--- src/rtl/deadband_pair.sv ---
module deadband_pair #(
  parameter int DW = 16
) (
  input  logic          clk,
  input  logic          rst_n,
  input  logic          pwm_a,
  input  logic          pwm_b,
  input  logic          cfg_src,
  input  logic [1:0]    cfg_edge_mode,
  input  logic [1:0]    cfg_inv,
  input  logic [DW-1:0] cfg_rise_dly,
  input  logic [DW-1:0] cfg_fall_dly,
  output logic          out_a,
  output logic          out_b
);

  logic          src;
  logic [1:0]    leg_in, leg_prev, leg_on, leg_use;
  logic [DW-1:0] leg_req [2];
  logic [DW-1:0] leg_eff [2];
  logic [DW-1:0] leg_cnt [2];
  logic [DW-1:0] leg_dly [2];

  assign src        = cfg_src ? pwm_b : pwm_a;
  assign leg_in     = {~src, src};
  assign leg_use    = {cfg_edge_mode[0], cfg_edge_mode[1]};
  assign leg_req[0] = cfg_rise_dly;
  assign leg_req[1] = cfg_fall_dly;

  for (genvar g = 0; g < 2; g++) begin : g_leg
    assign leg_eff[g] = leg_use[g] ? leg_req[g] : '0;

    always_ff @(posedge clk or negedge rst_n) begin
      if (!rst_n) begin
        leg_prev[g] <= 1'b0;
        leg_on[g]   <= 1'b0;
        leg_cnt[g]  <= '0;
        leg_dly[g]  <= '0;
      end else begin
        leg_prev[g] <= leg_in[g];
        if (!leg_in[g]) begin
          leg_on[g]  <= 1'b0;
          leg_cnt[g] <= '0;
        end else if (!leg_prev[g]) begin
          leg_dly[g] <= leg_eff[g];
          if (leg_eff[g] == '0) begin
            leg_on[g]  <= 1'b1;
            leg_cnt[g] <= '0;
          end else begin
            leg_cnt[g] <= DW'(1);
          end
        end else if (!leg_on[g]) begin
          if (leg_cnt[g] == leg_dly[g]) leg_on[g] <= 1'b1;
          else leg_cnt[g] <= leg_cnt[g] + DW'(1);
        end
      end
    end

    // a leg is off whenever its driving level was absent at the last edge
    a_r11_off_when_absent: assert property (@(posedge clk) disable iff (!rst_n)
      !leg_prev[g] |-> !leg_on[g]);
    // the counter never runs past the captured delay
    a_r3_cnt_bound: assert property (@(posedge clk) disable iff (!rst_n)
      leg_cnt[g] <= leg_dly[g]);
    // a zero delay turns the leg on after a single edge
    a_r6_zero_fast: assert property (@(posedge clk) disable iff (!rst_n)
      (leg_in[g] && !leg_prev[g] && leg_eff[g] == '0) |=> leg_on[g]);
    // the leg turns on only once the full delay has elapsed
    a_r7_full_wait: assert property (@(posedge clk) disable iff (!rst_n)
      $rose(leg_on[g]) |-> (leg_cnt[g] == leg_dly[g]));
  end

  // the legs before inversion never overlap
  a_r9_no_overlap: assert property (@(posedge clk) disable iff (!rst_n)
    !(leg_on[0] && leg_on[1]));

  assign out_a = leg_on[0] ^ cfg_inv[0];
  assign out_b = leg_on[1] ^ cfg_inv[1];

endmodule

--- config.mk ---
export PLATFORM = sky130hd
export DESIGN_NAME = deadband_pair
export DESIGN_NICKNAME = d
export VERILOG_FILES = /design/src/rtl/deadband_pair.sv
export SDC_FILE = /design/constraint.sdc
export NUM_CORES = 1
export LEC_CHECK = 0
export BUFFER_PORTS_ARGS = -buffer_cell sky130_fd_sc_hd__buf_2
export CAP_MARGIN = 20
export CORE_UTILIZATION = 65
export CTS_BUF_LIST = sky130_fd_sc_hd__clkbuf_4 sky130_fd_sc_hd__clkbuf_8
export DETAILED_ROUTE_END_ITERATION = 8
export PLACE_DENSITY = 0.85
export SLEW_MARGIN = 20
export SYNTH_ARGS = -nofsm -noshare
export SYNTH_HDL_FRONTEND = slang
export SYNTH_SLANG_ARGS = --single-unit
export TNS_END_PERCENT = 100
--- constraint.sdc ---
create_clock -name clk -period 4 [get_ports clk]
set_input_delay 0.8 -clock clk [delete_from_list [all_inputs] [get_ports clk]]
set_output_delay 0.8 -clock clk [all_outputs]
set_load 0.02 [all_outputs]
After elaboration in Yosys (flattened, before gate mapping)
Index checks and enable logic that the tools add are counted.
{"block": "word_totals", "output_inout_bits": 2, "regBits": 68, "word_cells": 52}
{"block": "op_classes", "n_bitwise": 5, "muxes": 23, "reduce_logical": 7, "eq_ne": 7, "addsub": 2}
{"op": "two-way mux 16 bit", "count": 10}
{"op": "adder 16 x 1 -> 16 bit (second input constant)", "count": 2}
{"op": "== test 16 bit", "count": 2}
{"op": "zero test 16 bit", "count": 2}
{"op": "two-way mux 1 bit", "count": 13}
{"op": "!= test 3 bit (second input constant)", "count": 4}
{"op": "AND reduction 2 bit", "count": 4}
{"op": "!= test 3 x 1 -> 1 bit (second input constant)", "count": 1}
{"op": "inverter 1 bit", "count": 3}
{"op": "nonzero test 3 bit", "count": 1}
{"op": "XOR 1 bit", "count": 2}

Longest topological paths before layout
{"block": "depth", "depth_word": 5, "ltp_mapped": 8, "ltp_nobuf": 6}

Worst setup path before layout
OpenSTA, ideal clock, no wires.
{"block": "synth_timing", "path_type": "input -> register", "startpoint": "input port cfg_src", "endpoint": "register leg_cnt[18] (netlist bit)", "path_stages": 7, "t_arrival_ps": 2088, "setup_slack_ps": 1792, "n_path_buf": 1, "cell_sequence": "mux2i_1 clkinv_1 and2_0 buf_2 nand2_1 a21oi_1 a31o_2"}
{"block": "synth_between", "elab_chain_cells": 3}
{"element": "from (decl)", "line": "8", "rtl": "input logic cfg_src,"}
{"element": "two-way mux 1 bit (*)", "line": "24", "rtl": "assign src = cfg_src ? pwm_b : pwm_a;"}
{"element": "net leg_in[0]", "line": "18", "rtl": "logic [1:0] leg_in, leg_prev, leg_on, leg_use;"}
{"element": "!= test 3 bit (no source line)"}
{"element": "AND reduction 2 bit (no source line)"}
{"element": "to (signal, indexed assignment)", "line": "54", "rtl": "else leg_cnt[g] <= leg_cnt[g] + DW'(1);"}
{"element": "to (decl)", "line": "21", "rtl": "logic [DW-1:0] leg_cnt [2];"}
Mark *: on every way through the listed nets, which the timed path passes. The rest lies on a longest branch.
A chain may end at the register's enable or synchronous reset.

Final worst setup path
{"block": "layout_timing", "startpoint": "input port cfg_src", "endpoint": "register leg_dly[29] (netlist bit)"}
{"block": "layout_between", "elab_chain_cells": 2}
{"element": "two-way mux 1 bit", "line": "24"}
{"element": "net leg_in[0]", "line": "18"}
{"element": "AND reduction 2 bit (no source line)"}
{"element": "to (signal, indexed assignment)", "line": "45", "rtl": "leg_dly[g] <= leg_eff[g];"}
{"element": "to (decl)", "line": "22", "rtl": "logic [DW-1:0] leg_dly [2];"}
The timed path passes the listed nets, and every way through them passes these cells.

==> out/summary.txt <==
status - finished clean
CTS Buffer Depth - 2
Post-route DRC - 0
Fin. Hold Viols - 0
final wirelength - 8220 µm
relative slew slack - 38.1%
final period utilization - 61.0%
via/cell ratio - 6.27
fin nets - 485
Chip Width - 76.9 µm
Gate Count Post-Synth - 410
Total GRT Usage - 30.8%
first-pass GRT wire length - 14100 µm
DIE AREA - 5910 µm²
drt initial violations - 422
Post-Synthesis Net Count - 453
Worst-path clk slew - 80 ps
DP Wirelength - 5660 µm
top post-synthesis cells by area - dfrtp_1, nand2_1, xor2_1
WHS - 362 ps
Async SR Flop Fraction - 100%
H-tree lvl count - 3
fin crit period - 2440 ps
antenna-violating nets left - 0
crit-path max FO - 32
# hold bufs at CTS - 0
vias in the first global route - 2950
post-CTS setup buffers - 0
syn_area_per_cell - 8.88 µm²
Req. time, crit path - 4170 ps
Layout Utilization - 77.5%
Yosys Warn Count - 0
synthesis-stage register bit count - 68
fillers - 369
Startpoint Class - input pin
PortBufs - 42
top cell type's share of synthesized area - 46.7%
fmax - 410 MHz
final max-slew violation count - 0
Post-CTS Resized - 0
Max IR drop VDD - 0.345 mV
Seq/Total Area, Yosys - 46.7%
clock root buffer - clkbuf_8
Core Region - 5240 µm²
Pwr Density - 394 nW/µm²
max_cap viols - 0
largest area contributor in the netlist - dfrtp_1
Crit path arrival time - 2610 ps
initial antenna violation count - 0
Yosys cell types - 38
CTS Buf Count - 9
most common cell after layout, fill and taps aside - nand2_1
drt first pass iters - 4
RSZ-0062 raised after global routing - no
grt total ovfl - 0
clk_skew - 12.9 ps
Fin Setup TNS - 0 ps
largest net degree at the start of global routing - 33
Site Rows - 26
LEAKAGE - 1.98 nW
routability cong. - 0.809
min-delay worst type - in2async
Crit Path Class - in2reg
Area Overhead vs Synth - 11.4%
CTS tree - built
Chip Height - 76.9 µm
endpoint class of the critical path - flop
# IOs - 43
n_diodes - 0
initial core utilization - 69.5%
share of layout cells above drive strength 1 - 14.1%
total chip power - 0.00160 W
vias - 3236
Syn Std Cell Area - 3640 µm²
top_reg_cell synth - dfrtp_1
Worst Max-Slew Pin Slew - 929 ps
latest clock arrival within the worst-skew pair - 350 ps
Post-synth EDFFs - 0
most frequent cells in the layout - nand2_1, dfrtp_1, buf_2
Final Setup Violations - 0
post-DR wirelength/cell - 15.9 µm
clk sinks - 68
==> report_power, final <==
group | total (W) | internal, W | switching [W]
combinational | 0.000233 | 0.0000829 | 0.000150
sequential | 0.000793 | 0.000740 | 0.0000523
clock | 0.000574 | 0.000322 | 0.000252
total | 0.00160 | 0.00115 | 0.000454
==> cell usage after synthesis (all sizes together) (3+ instances only) <==
master	number
nand4	14
nand2b	4
and3	4
a31o	3
clkbuf	15
a41o	7
or4	9
o31ai	8
nor2	14
xor2	35
or3	3
a21oi	19
inv	9
buf	8
mux2i	5
a21o	3
nor4	20
o21ai	39
nand3	14
nand2	86
a31oi	6
dfrtp	68
==> sequential cells by signal (all words and copies together) (netlist names) <==
| name | count |
|---|---|
| leg_on | 2 |
| leg_cnt | 32 |
| leg_prev | 2 |
| leg_dly | 32 |
==> kinds of logic (layout without fill, tap and decap cells) <==
logic type / after synthesis / count (layout) / synth area share, %
and+or+nand+nor: 174 / 174 / 23.0
DFF: 68 / 68 / 46.7
buffers and inverters: 33 / 69 / 3.88
AOI/OAI and AO/OA: 92 / 92 / 15.7
muxes: 5 / 5 / 1.37
xor gates and xnor gates: 36 / 36 / 8.66
adders and majority gates: 2 / 2 / 0.687
==> stage by stage <==
step	std cells	setup slack, ps	instance area (µm²)
2_1_floorplan	410	1790	3640
3_3_place_gp	501	1390	3850
3_5_place_dp	501	1210	3850
4_1_cts	516	1480	4050
5_1_grt	516	1220	4060
6_report	516	1560	4060
==> routing by layer <==
metal / vias to the layer above / global-route usage (%) / routed length, µm
li1: 1536 / - / -
met1: 1574 / 45.8 / 3990
met2: 115 / 44.4 / 3660
met3: 11 / 6.31 / 470
met4: 0 / 11.0 / 104
met5: - / 0 / 0
==> critical path, stage by stage <==
cell and delay (ps):
buf_2 90, mux2i_1 420, clkinv_1 310, nand2b_1 740
o21ai_0 240
==> cell type report <==
type / count / area (µm²) / area share, %
Multi-Input combinational cell: 309 / 1810 / 44.6
Sequential cell: 68 / 1700 / 41.9
Timing Repair Buffer: 44 / 225 / 5.55
Clock buffer: 13 / 160 / 3.95
Tap cell: 70 / 87.6 / 2.16
Inverter: 10 / 37.5 / 0.925
Clock inverter: 2 / 35.0 / 0.863
==> worst paths after layout <==
check | start | endpoint | slack, ps | cells past startpoint
min in group clk | leg_dly[5] | leg_dly[5] | 500 | 2
worst max register to register | leg_cnt[16] | leg_cnt[20] | 1560 | 5
worst min register to register | leg_dly[5] | leg_dly[5] | 500 | 2
max in group asynchronous | rst_n | leg_dly[22] | 2890 | 2
worst max-delay path | cfg_src | leg_dly[29] | 1560 | 5
worst min-delay path | rst_n | leg_cnt[26] | 360 | 1
(Power assumes the default switching activity.)
